===== src/rtl/edge_irq_pkg.sv =====
package edge_irq_pkg;

    localparam int LINES          = 16;
    localparam int SEL_W          = 4;
    localparam int FIELDS_PER_REG = 4;
    localparam int ROUTE_REGS     = LINES / FIELDS_PER_REG;
    localparam int ROUTE_BITS     = FIELDS_PER_REG * SEL_W;

    typedef enum logic [3:0] {
        ADDR_ROUTE0  = 4'd0,
        ADDR_ROUTE1  = 4'd1,
        ADDR_ROUTE2  = 4'd2,
        ADDR_ROUTE3  = 4'd3,
        ADDR_RISE_EN = 4'd4,
        ADDR_FALL_EN = 4'd5,
        ADDR_IRQ_EN  = 4'd6,
        ADDR_EVT_EN  = 4'd7,
        ADDR_PENDING = 4'd8
    } reg_addr_e;

    typedef struct packed {
        logic [SEL_W-1:0] sel;
        logic             rise_en;
        logic             fall_en;
        logic             irq_en;
        logic             evt_en;
    } line_cfg_t;

    // Trigger decision for one line: gated by a stable source selection.
    function automatic logic edge_hit(input logic prev, input logic cur,
                                      input logic stable, input line_cfg_t c);
        logic up;
        logic down;
        up   = stable & cur & ~prev;
        down = stable & ~cur & prev;
        return (up & c.rise_en) | (down & c.fall_en);
    endfunction

endpackage


===== src/rtl/eirq_pin_sync.sv =====
module eirq_pin_sync #(
    parameter int W = 16
) (
    input  logic         clk,
    input  logic         rst,
    input  logic [W-1:0] d_i,
    output logic [W-1:0] q_o
);
    logic [W-1:0] stage1_q;
    logic [W-1:0] stage2_q;

    always_ff @(posedge clk) begin
        if (rst) begin
            stage1_q <= '0;
            stage2_q <= '0;
        end else begin
            stage1_q <= d_i;
            stage2_q <= stage1_q;
        end
    end

    assign q_o = stage2_q;

endmodule


===== src/rtl/eirq_regs.sv =====
module eirq_regs
    import edge_irq_pkg::*;
#(
    parameter int ADDR_W = 4,
    parameter int DATA_W = 32
) (
    input  logic                  clk,
    input  logic                  rst,
    input  logic                  wr_i,
    input  logic [ADDR_W-1:0]     addr_i,
    input  logic [DATA_W-1:0]     wdata_i,
    input  logic [LINES-1:0]      pend_i,
    output line_cfg_t [LINES-1:0] cfg_o,
    output logic [LINES-1:0]      clr_o,
    output logic [DATA_W-1:0]     rdata_o
);
    localparam int ROUTE_TOTAL = ROUTE_REGS * ROUTE_BITS;

    logic [ROUTE_TOTAL-1:0] route_q;
    logic [LINES-1:0]       rise_q;
    logic [LINES-1:0]       fall_q;
    logic [LINES-1:0]       irqen_q;
    logic [LINES-1:0]       evten_q;

    always_ff @(posedge clk) begin
        if (rst) begin
            route_q <= '0;
            rise_q  <= '0;
            fall_q  <= '0;
            irqen_q <= '0;
            evten_q <= '0;
        end else if (wr_i) begin
            for (int r = 0; r < ROUTE_REGS; r++) begin
                if (addr_i == ADDR_W'(r))
                    route_q[r*ROUTE_BITS +: ROUTE_BITS] <= wdata_i[ROUTE_BITS-1:0];
            end
            if (addr_i == ADDR_W'(ADDR_RISE_EN)) rise_q  <= wdata_i[LINES-1:0];
            if (addr_i == ADDR_W'(ADDR_FALL_EN)) fall_q  <= wdata_i[LINES-1:0];
            if (addr_i == ADDR_W'(ADDR_IRQ_EN))  irqen_q <= wdata_i[LINES-1:0];
            if (addr_i == ADDR_W'(ADDR_EVT_EN))  evten_q <= wdata_i[LINES-1:0];
        end
    end

    // Write-one-to-clear strobes for the pending flags held in each line.
    assign clr_o = (wr_i && addr_i == ADDR_W'(ADDR_PENDING)) ? wdata_i[LINES-1:0] : '0;

    always_comb begin
        rdata_o = '0;
        for (int r = 0; r < ROUTE_REGS; r++) begin
            if (addr_i == ADDR_W'(r))
                rdata_o[ROUTE_BITS-1:0] = route_q[r*ROUTE_BITS +: ROUTE_BITS];
        end
        if (addr_i == ADDR_W'(ADDR_RISE_EN)) rdata_o[LINES-1:0] = rise_q;
        if (addr_i == ADDR_W'(ADDR_FALL_EN)) rdata_o[LINES-1:0] = fall_q;
        if (addr_i == ADDR_W'(ADDR_IRQ_EN))  rdata_o[LINES-1:0] = irqen_q;
        if (addr_i == ADDR_W'(ADDR_EVT_EN))  rdata_o[LINES-1:0] = evten_q;
        if (addr_i == ADDR_W'(ADDR_PENDING)) rdata_o[LINES-1:0] = pend_i;
    end

    for (genvar n = 0; n < LINES; n++) begin : g_cfg
        assign cfg_o[n] = '{sel:     route_q[n*SEL_W +: SEL_W],
                            rise_en: rise_q[n],
                            fall_en: fall_q[n],
                            irq_en:  irqen_q[n],
                            evt_en:  evten_q[n]};
    end

    AST_CFG_ONLY_ON_WRITE: assert property (@(posedge clk) disable iff (rst)
        !wr_i |=> ($stable(route_q) && $stable(rise_q) && $stable(fall_q)
                   && $stable(irqen_q) && $stable(evten_q)));

endmodule


===== src/rtl/eirq_line.sv =====
module eirq_line
    import edge_irq_pkg::*;
#(
    parameter int NUM_PORTS = 7
) (
    input  logic                 clk,
    input  logic                 rst,
    input  logic [NUM_PORTS-1:0] src_i,
    input  line_cfg_t            cfg_i,
    input  logic                 clr_i,
    output logic                 pend_o,
    output logic                 irq_o,
    output logic                 evt_o
);
    logic             cur;
    logic             prev_q;
    logic [SEL_W-1:0] sel_q;
    logic             pend_q;
    logic             evt_q;
    logic             stable;
    logic             trig;

    // Source mux; selector values with no port behind them read as 0.
    always_comb begin
        cur = 1'b0;
        for (int p = 0; p < NUM_PORTS; p++) begin
            if (cfg_i.sel == SEL_W'(p)) cur = src_i[p];
        end
    end

    // A selector change reloads the history instead of reporting an edge.
    assign stable = (sel_q == cfg_i.sel);
    assign trig   = edge_hit(prev_q, cur, stable, cfg_i);

    always_ff @(posedge clk) begin
        if (rst) begin
            prev_q <= 1'b0;
            sel_q  <= '0;
            pend_q <= 1'b0;
            evt_q  <= 1'b0;
        end else begin
            prev_q <= cur;
            sel_q  <= cfg_i.sel;
            evt_q  <= trig & cfg_i.evt_en;
            pend_q <= (pend_q & ~clr_i) | (trig & cfg_i.irq_en);
        end
    end

    assign pend_o = pend_q;
    assign irq_o  = pend_q & cfg_i.irq_en;
    assign evt_o  = evt_q;

    AST_SEL_CHANGE_SILENT: assert property (@(posedge clk) disable iff (rst)
        (cfg_i.sel != $past(cfg_i.sel)) |=> (!evt_o && !$rose(pend_q)));

    AST_PEND_HOLDS: assert property (@(posedge clk) disable iff (rst)
        (pend_q && !clr_i) |=> pend_q);

    AST_EDGE_BEATS_CLEAR: assert property (@(posedge clk) disable iff (rst)
        (trig && cfg_i.irq_en && clr_i) |=> pend_q);

    AST_PEND_NEEDS_IRQ_EN: assert property (@(posedge clk) disable iff (rst)
        $rose(pend_q) |-> $past(cfg_i.irq_en));

    AST_EVT_NEEDS_EVT_EN: assert property (@(posedge clk) disable iff (rst)
        evt_o |-> $past(cfg_i.evt_en));

endmodule


===== src/rtl/edge_irq_router.sv =====
module edge_irq_router
    import edge_irq_pkg::*;
#(
    parameter int NUM_PORTS = 7,
    parameter int ADDR_W    = 4,
    parameter int DATA_W    = 32
) (
    input  logic                       clk,
    input  logic                       rst,
    input  logic [NUM_PORTS*LINES-1:0] pin_in,
    input  logic                       bus_wr,
    input  logic [ADDR_W-1:0]          bus_addr,
    input  logic [DATA_W-1:0]          bus_wdata,
    output logic [DATA_W-1:0]          bus_rdata,
    output logic [LINES-1:0]           irq_o,
    output logic [LINES-1:0]           evt_o
);
    localparam int PIN_W = NUM_PORTS * LINES;

    logic [PIN_W-1:0]      pin_s;
    line_cfg_t [LINES-1:0] cfg;
    logic [LINES-1:0]      clr;
    logic [LINES-1:0]      pend;

    eirq_pin_sync #(.W(PIN_W)) u_sync (
        .clk (clk),
        .rst (rst),
        .d_i (pin_in),
        .q_o (pin_s)
    );

    eirq_regs #(.ADDR_W(ADDR_W), .DATA_W(DATA_W)) u_regs (
        .clk     (clk),
        .rst     (rst),
        .wr_i    (bus_wr),
        .addr_i  (bus_addr),
        .wdata_i (bus_wdata),
        .pend_i  (pend),
        .cfg_o   (cfg),
        .clr_o   (clr),
        .rdata_o (bus_rdata)
    );

    for (genvar n = 0; n < LINES; n++) begin : g_line
        logic [NUM_PORTS-1:0] src;
        for (genvar p = 0; p < NUM_PORTS; p++) begin : g_src
            assign src[p] = pin_s[p*LINES + n];
        end
        eirq_line #(.NUM_PORTS(NUM_PORTS)) u_line (
            .clk    (clk),
            .rst    (rst),
            .src_i  (src),
            .cfg_i  (cfg[n]),
            .clr_i  (clr[n]),
            .pend_o (pend[n]),
            .irq_o  (irq_o[n]),
            .evt_o  (evt_o[n])
        );
    end

    AST_QUIET_AFTER_RESET: assert property (@(posedge clk)
        $fell(rst) |-> (irq_o == '0 && evt_o == '0));

endmodule


===== config.mk =====
export PLATFORM = sky130hd
export DESIGN_NAME = edge_irq_router
export DESIGN_NICKNAME = d
export VERILOG_FILES = /design/src/rtl/edge_irq_pkg.sv /design/src/rtl/eirq_pin_sync.sv /design/src/rtl/eirq_regs.sv /design/src/rtl/eirq_line.sv /design/src/rtl/edge_irq_router.sv
export SDC_FILE = /design/constraint.sdc
export NUM_CORES = 1
export LEC_CHECK = 0
export BUFFER_PORTS_ARGS = -buffer_cell sky130_fd_sc_hd__buf_2
export CAP_MARGIN = 20
export CORE_ASPECT_RATIO = 2
export CORE_MARGIN = 2
export CORE_UTILIZATION = 55
export CTS_CLUSTER_SIZE = 12
export DETAILED_ROUTE_END_ITERATION = 10
export GPL_TIMING_DRIVEN = 0
export PLACE_DENSITY = 0.82
export REMOVE_ABC_BUFFERS = 1
export SYNTH_ARGS = -nofsm -noshare
export SYNTH_HDL_FRONTEND = slang
export SYNTH_SLANG_ARGS = --single-unit

===== constraint.sdc =====
create_clock -name clk -period 2.13 [get_ports clk]
set_input_delay 0.1065 -clock clk [delete_from_list [all_inputs] [get_ports clk]]
set_output_delay 0.1065 -clock clk [all_outputs]
set_load 0.02 [all_outputs]

==> impl_metrics.json, run 1 <==
{
  "outcome": "finished, violations left",
  "violations": "setup timing",
  "overflow": 0,
  "start_util": 0.558,
  "layout_commonest_cell": "dfxtp_1",
  "endpoint_kind": "output pin",
  "ys.flop_type": "dfxtp_1",
  "finalCritPeriodShare": 1.02,
  "io_buffer_count": 182,
  "crit_fanout": 35,
  "antenna_found_initial": 2,
  "final_area_um2": 21100,
  "vias": 13494,
  "hold_viol_final": 0,
  "start_kind": "input pin",
  "peakVddDrop_uv": 830,
  "hp-class": "input pin to flip-flop",
  "first_pass_iters": 6,
  "htreeDepth": 2,
  "cts_tree": "done",
  "max_cap_violations": 0,
  "nets": 2210,
  "ys_types": 47,
  "viasPerCell": 5.43,
  "crit_type": "input pin to output pin",
  "crit_chain": "buf_6, inv_2, nor3_4, buf_8, a22o_1, a21oi_1, o21ai_1, buf_2",
  "post_dp_cell_area_um2": 18200,
  "fillCellCount": 2308,
  "drc": 0,
  "hold_ws_ns": 0.0380,
  "insertion_delay_ns": 0.56,
  "final.min_clock_period_ns": 2.17,
  "crit_slowest_cell": "nor3_4",
  "max_clock_freq_ghz": 0.461,
  "synth_edf_count": 0,
  "yosysSeqAreaShare": 0.529,
  "grt_pass1_vias": 13398,
  "track_usage": 0.261,
  "synth_area_um2": 17500,
  "rrSetupSlack_ns": 0.30,
  "cp.required_ns": 2.02,
  "die_h_um": 257,
  "cts_buffer_depth": 3,
  "setup_ws_ns": -0.0414,
  "wire_per_inst_um": 17.7,
  "finClkSkew_ns": 0.0250,
  "std_cell_rows": 92,
  "power.leakage_uw": 0.00834,
  "utilization": 0.672,
  "syn_inst": 1854,
  "grt_pass1_wl_mm": 68.3,
  "yosysWarnings": 0,
  "cts-root-buf": "clkbuf_16",
  "clock-sinks": 464,
  "design.core.area_um2": 31400,
  "drive_above_1_share": 0.184,
  "grt_start_max_net_pins": 179,
  "worst_pin_slew_ns": 1.28,
  "ant_nets": 0,
  "setup_tns_ns": -0.0856,
  "arrival_ns": 2.06,
  "dieArea_um2": 33400,
  "power.total_uw": 17100,
  "cts.clk_slew.worst_paths_ns": 0.06,
  "slowest_delay_ns": 0.49,
  "mostFrequentLayoutCells": "429 x dfxtp_1, 277 x nor2b_1, 257 x nand2_1",
  "finalSetupViolations": 5,
  "slew_viol_final": 0,
  "io_pins": 215,
  "area.growth.synth_to_final_pct": 20.3,
  "drtIter0Drc": 1233,
  "powerDensity_nw_per_um2": 809,
  "drt-total-wl_mm": 44.0,
  "dieWidth_um": 130,
  "avgSynthCellArea_um2": 9.46,
  "cts_buffers": 44,
  "async_flop_share": 0,
  "ys_seq_elements": 464,
  "slew_headroom": 0.144,
  "place.gp.congestion": 0.878,
  "rsz0062_at_grt": "true",
  "dp.final_hpwl_mm": 27.1
}
what timing repair did:
| item | in CTS | in global routing |
|---|---|---|
| resized for setup | 71 | 35 |
| hold endpoints to repair | 252 | 0 |
| pin swaps | 18 | 26 |
| endpoints found under the setup margin | 48 | 15 |
| hold buffers | 128 | 0 |
| setup buffers | 8 | 14 |
synth_stat cells (4+ instances only):
cell type / instances / area (um2)
o2111ai_1: 12 / 105
and3_1: 19 / 119
nand2b_1: 35 / 219
a21oi_1: 145 / 726
o211ai_1: 16 / 120
xnor2_1: 48 / 420
a31oi_1: 12 / 75.1
nor2_1: 76 / 285
nand2_1: 257 / 965
o21ai_0: 17 / 85.1
dfxtp_1: 464 / 9290
nand3b_1: 16 / 120
xor2_1: 16 / 140
nand3_1: 23 / 115
clkbuf_1: 117 / 439
buf_2: 20 / 100
buf_1: 4 / 15.0
o22ai_1: 25 / 156
o211ai_2: 16 / 200
inv_1: 18 / 67.6
a31o_2: 15 / 131
nor3_1: 18 / 90.1
mux2i_1: 51 / 510
a211oi_1: 11 / 82.6
nor2b_1: 283 / 1770
mux4_2: 20 / 450
buf_4: 52 / 390
and2_1: 19 / 119
report_power, final:
part	switching (uW)	internal, uW
clock	3000	3820
sequential	89.6	8910
combinational	674	582
layout make-up:
cell class | count | area (um2) | share of cell area
Sequential cell | 464 | 9380 | 0.444
Multi-Input combinational cell | 1190 | 7420 | 0.352
Timing Repair Buffer | 339 | 2550 | 0.121
Clock buffer | 45 | 1130 | 0.0533
Tap cell | 423 | 529 | 0.0251
Inverter | 20 | 75.1 | 0.00356
Clock inverter | 1 | 30.0 | 0.00142
Antenna cell | 1 | 2.50 | 0.000119
final timing paths:
kind	startpoint	to	cells past startpoint
setup / recovery	bus_addr[1]	bus_rdata[14]	8
hold / removal	rst	g_line[9].u_line.sel_q[3]$_SDFF_PP0_	2
setup reg to reg	u_regs.route_q[20]$_SDFFE_PP0P_	g_line[5].u_line.evt_o$_SDFF_PP0_	4
hold reg to reg	u_sync.stage1_q[76]$_SDFF_PP0_	u_sync.q_o[76]$_SDFF_PP0_	1
flip-flops by register name, indices dropped and copies added, names as in the netlist, 64 cells and up:
register and count:
u_sync.q_o 112, u_regs.route_q 64, u_sync.stage1_q 112, g_line.u_line.sel_q 64
cells by family (layout without fill, tap and decap cells):
family | count (synthesis) | in the layout | share of synthesized area
XOR/XNOR | 64 | 64 | 0.0320
buffers and inverters | 215 | 405 | 0.0587
flip-flops | 464 | 464 | 0.529
other | 1 | 17 | 0.000214
multiplexers | 71 | 71 | 0.0548
AND/OR/NAND/NOR | 758 | 758 | 0.223
AO/OA/AOI/OAI | 281 | 281 | 0.102
metal layers:
layer  vias to the layer above  wire (um)  track usage
met2                       627      22500        0.461
met4                         2       2790        0.155
met3                       192       3480       0.0449
met5                         -         13            0
met1                      6265      15200        0.285
li1                       6408          -            -
critical path: cells and delay by family:
kind | cells | cell delay [ns]
simple gates | 1 | 0.49
compound gates | 3 | 0.36
buf+inv | 4 | 1.09
through the flow:
step	std cells	worst slack [ns]
finish	2483	-0.0414
detailed placement	2286	-0.974
global placement	2279	-5.10
global route	2483	-0.0916
CTS	2468	-0.0311
floorplan	1674	0.578
Power figures use the tool's default switching activity.
==> run 2: changes to the inputs <==
==> constraint.sdc (replaced) <==
create_clock -name clk -period 2.13 [get_ports clk]
set_input_delay 0.3195 -clock clk [delete_from_list [all_inputs] [get_ports clk]]
set_output_delay 0.3195 -clock clk [all_outputs]
set_load 0.02 [all_outputs]
==> run 2 against run 1 <==
The run still ends with setup timing left. Final area fell by 0.75%. Final cell count shrank 1.3%. Clock skew fell by 0.0045 ns. Global-route usage increased by 0.23 points. Sequential power barely moved. Count of clock-buffer cells in the layout is the same. Core utilization down 0.50 points. Sequential share of layout area up 0.42 points. Critical path depth down 3. Worst setup slack lost 0.20 ns. Combinational power barely moved. Via count about the same. Critical path type is now flip-flop to output pin.
==> impl_metrics.json, run 2 (same netlist as run 1, synthesis figures left out) <==
{
  "antenna_found_initial": 2,
  "wire_per_inst_um": 18.1,
  "post-place-ws_ns": -1.40,
  "final.min_clock_period_ns": 2.37,
  "cts_buffer_depth": 3,
  "sw_frac_of_total": 0.221,
  "finalSetupViolations": 16,
  "grt_pass1_vias": 13525,
  "io_pins": 215,
  "worst_pin_slew_ns": 1.10,
  "slew_headroom": 0.263,
  "std_cell_rows": 92,
  "finalCritPeriodShare": 1.11,
  "holdPathStages": 2,
  "cts-root-buf": "clkbuf_16",
  "cp-startpoint": "u_regs.route_q[57]$_SDFFE_PP0P_",
  "rsz0062_at_grt": "true",
  "p_seq_frac": 0.527,
  "crit_type": "flip-flop to output pin",
  "powerDensity_nw_per_um2": 814,
  "setup_tns_ns": -2.01,
  "finClkSkew_ns": 0.0205,
  "outcome": "finished, violations left",
  "crit_slowest_cell": "mux4_2",
  "crit_chain": "mux4_2, o21ai_2, a21oi_2, a221o_1, buf_6",
  "dp.final_hpwl_mm": 27.1,
  "clockPowerShare": 0.400,
  "drc": 0,
  "cp_num_cells": 5,
  "mostFrequentLayoutCells": "425 x dfxtp_1, 274 x nor2b_1, 257 x nand2_1",
  "start_util": 0.558,
  "io_buffer_count": 182,
  "fillCellCount": 2315,
  "grt_start_max_net_pins": 174,
  "rr_startpoint": "u_regs.route_q[4]$_SDFFE_PP0P_",
  "overflow": 0,
  "drt-total-wl_mm": 44.4,
  "hp-class": "input pin to flip-flop",
  "clock-sinks": 464,
  "crit_buf_inv": 1,
  "cts_buffers": 44,
  "crit_family": "multiplexers",
  "cts_tree": "done",
  "power.total_uw": 17100,
  "crit_fanout": 2,
  "p_comb_frac": 0.073,
  "setup_ws_ns": -0.243,
  "grt_pass1_wl_mm": 68.9,
  "ant_nets": 0,
  "hold_ws_ns": 0.00327,
  "drive_above_1_share": 0.194,
  "hold_viol_final": 0,
  "dieWidth_um": 130,
  "violations": "setup timing",
  "ff2ff_path_depth": 5,
  "drtIter0Drc": 1212,
  "htreeDepth": 2,
  "cts.clk_slew.worst_paths_ns": 0.06,
  "track_usage": 0.263,
  "switchingPower_uw": 3770,
  "power.leakage_uw": 0.00827,
  "cp.required_ns": 1.81,
  "max_clock_freq_ghz": 0.421,
  "vias": 13501,
  "layout_commonest_cell": "dfxtp_1",
  "slowest_delay_ns": 0.51,
  "nets": 2178,
  "area.growth.synth_to_final_pct": 19.4,
  "design.core.area_um2": 31400,
  "dieArea_um2": 33400,
  "slew_viol_final": 0,
  "die_h_um": 257,
  "hp-start": "pin_in[72]",
  "viasPerCell": 5.51,
  "start_kind": "flip-flop",
  "place.gp.congestion": 0.878,
  "endpoint_kind": "output pin",
  "p_int_uw": 13300,
  "first_pass_iters": 6,
  "peakVddDrop_uv": 827,
  "arrival_ns": 2.05,
  "insertion_delay_ns": 0.55,
  "max_cap_violations": 0
}
## run 2: cell count changes in the layout (fill, tap and decap cells not counted), moves of 3 or more
cell / previous run / this run
dfxtp_1: 429 / 425
dfxtp_4: 18 / 23
nor2_2: 4 / 1
dlygate4sd3_1: 128 / 91
nor2b_4: 4 / 8
nor2_4: 0 / 3
nor2b_1: 277 / 274
## run 2: per-stage QoR
stage | utilization | std cells | cell area [um2]
after global placement | 0.575 | 2279 | 18100
after detailed placement | 0.580 | 2286 | 18200
after global routing | 0.667 | 2451 | 21000
after CTS | 0.661 | 2443 | 20800
after floorplan | - | 1674 | 16600
final | 0.667 | 2451 | 21000
## run 2: final timing paths
kind / to / slack, ns
hold reg to reg: u_sync.q_o[98]$_SDFF_PP0_ / 0.43
setup reg to reg: g_line[1].u_line.evt_o$_SDFF_PP0_ / 0.26
setup / recovery: bus_rdata[9] / -0.24
hold / removal: u_sync.stage1_q[72]$_SDFF_PP0_ / 0.003
## run 2: power groups by stage
stage / logic (uW) / clock network (uW) / registers [uW]
4_1_cts: 1200 / 6910 / 9000
5_1_grt: 1340 / 7260 / 9010
3_5_place_dp: 990 / 0 / 9210
2_1_floorplan: 488 / 0 / 9180
6_report: 1250 / 6820 / 8990
3_3_place_gp: 984 / 0 / 9210
## run 2: final cells by class
type	count	area (um2)	share of cell area
multi-input cells	1191	7510	0.358
flip-flops and latches	464	9400	0.448
inverters	20	77.6	0.00370
repair buffers	306	2290	0.109
diodes	1	2.50	0.000119
clock inverters	1	30.0	0.00143
well taps	423	529	0.0253
clock buffers	45	1130	0.0537
## run 2: timing repair
| action | in CTS | in global routing |
|---|---|---|
| pin swaps | 33 | 28 |
| setup endpoints to repair | 81 | 23 |
| buffers inserted | 18 | 6 |
| hold endpoints to repair | 91 | 0 |
| resized for setup | 102 | 40 |
| cloned | 2 | 1 |
| hold buffers | 91 | 0 |
## run 2: per-layer routing
metal  GRT usage  vias to the layer above  wire length, um
met1       0.286                     6253            15300
met5           0                        -               13
met4       0.164                        2             2960
li1            -                     6351                -
met3      0.0497                      207             3860
met2       0.459                      688            22300
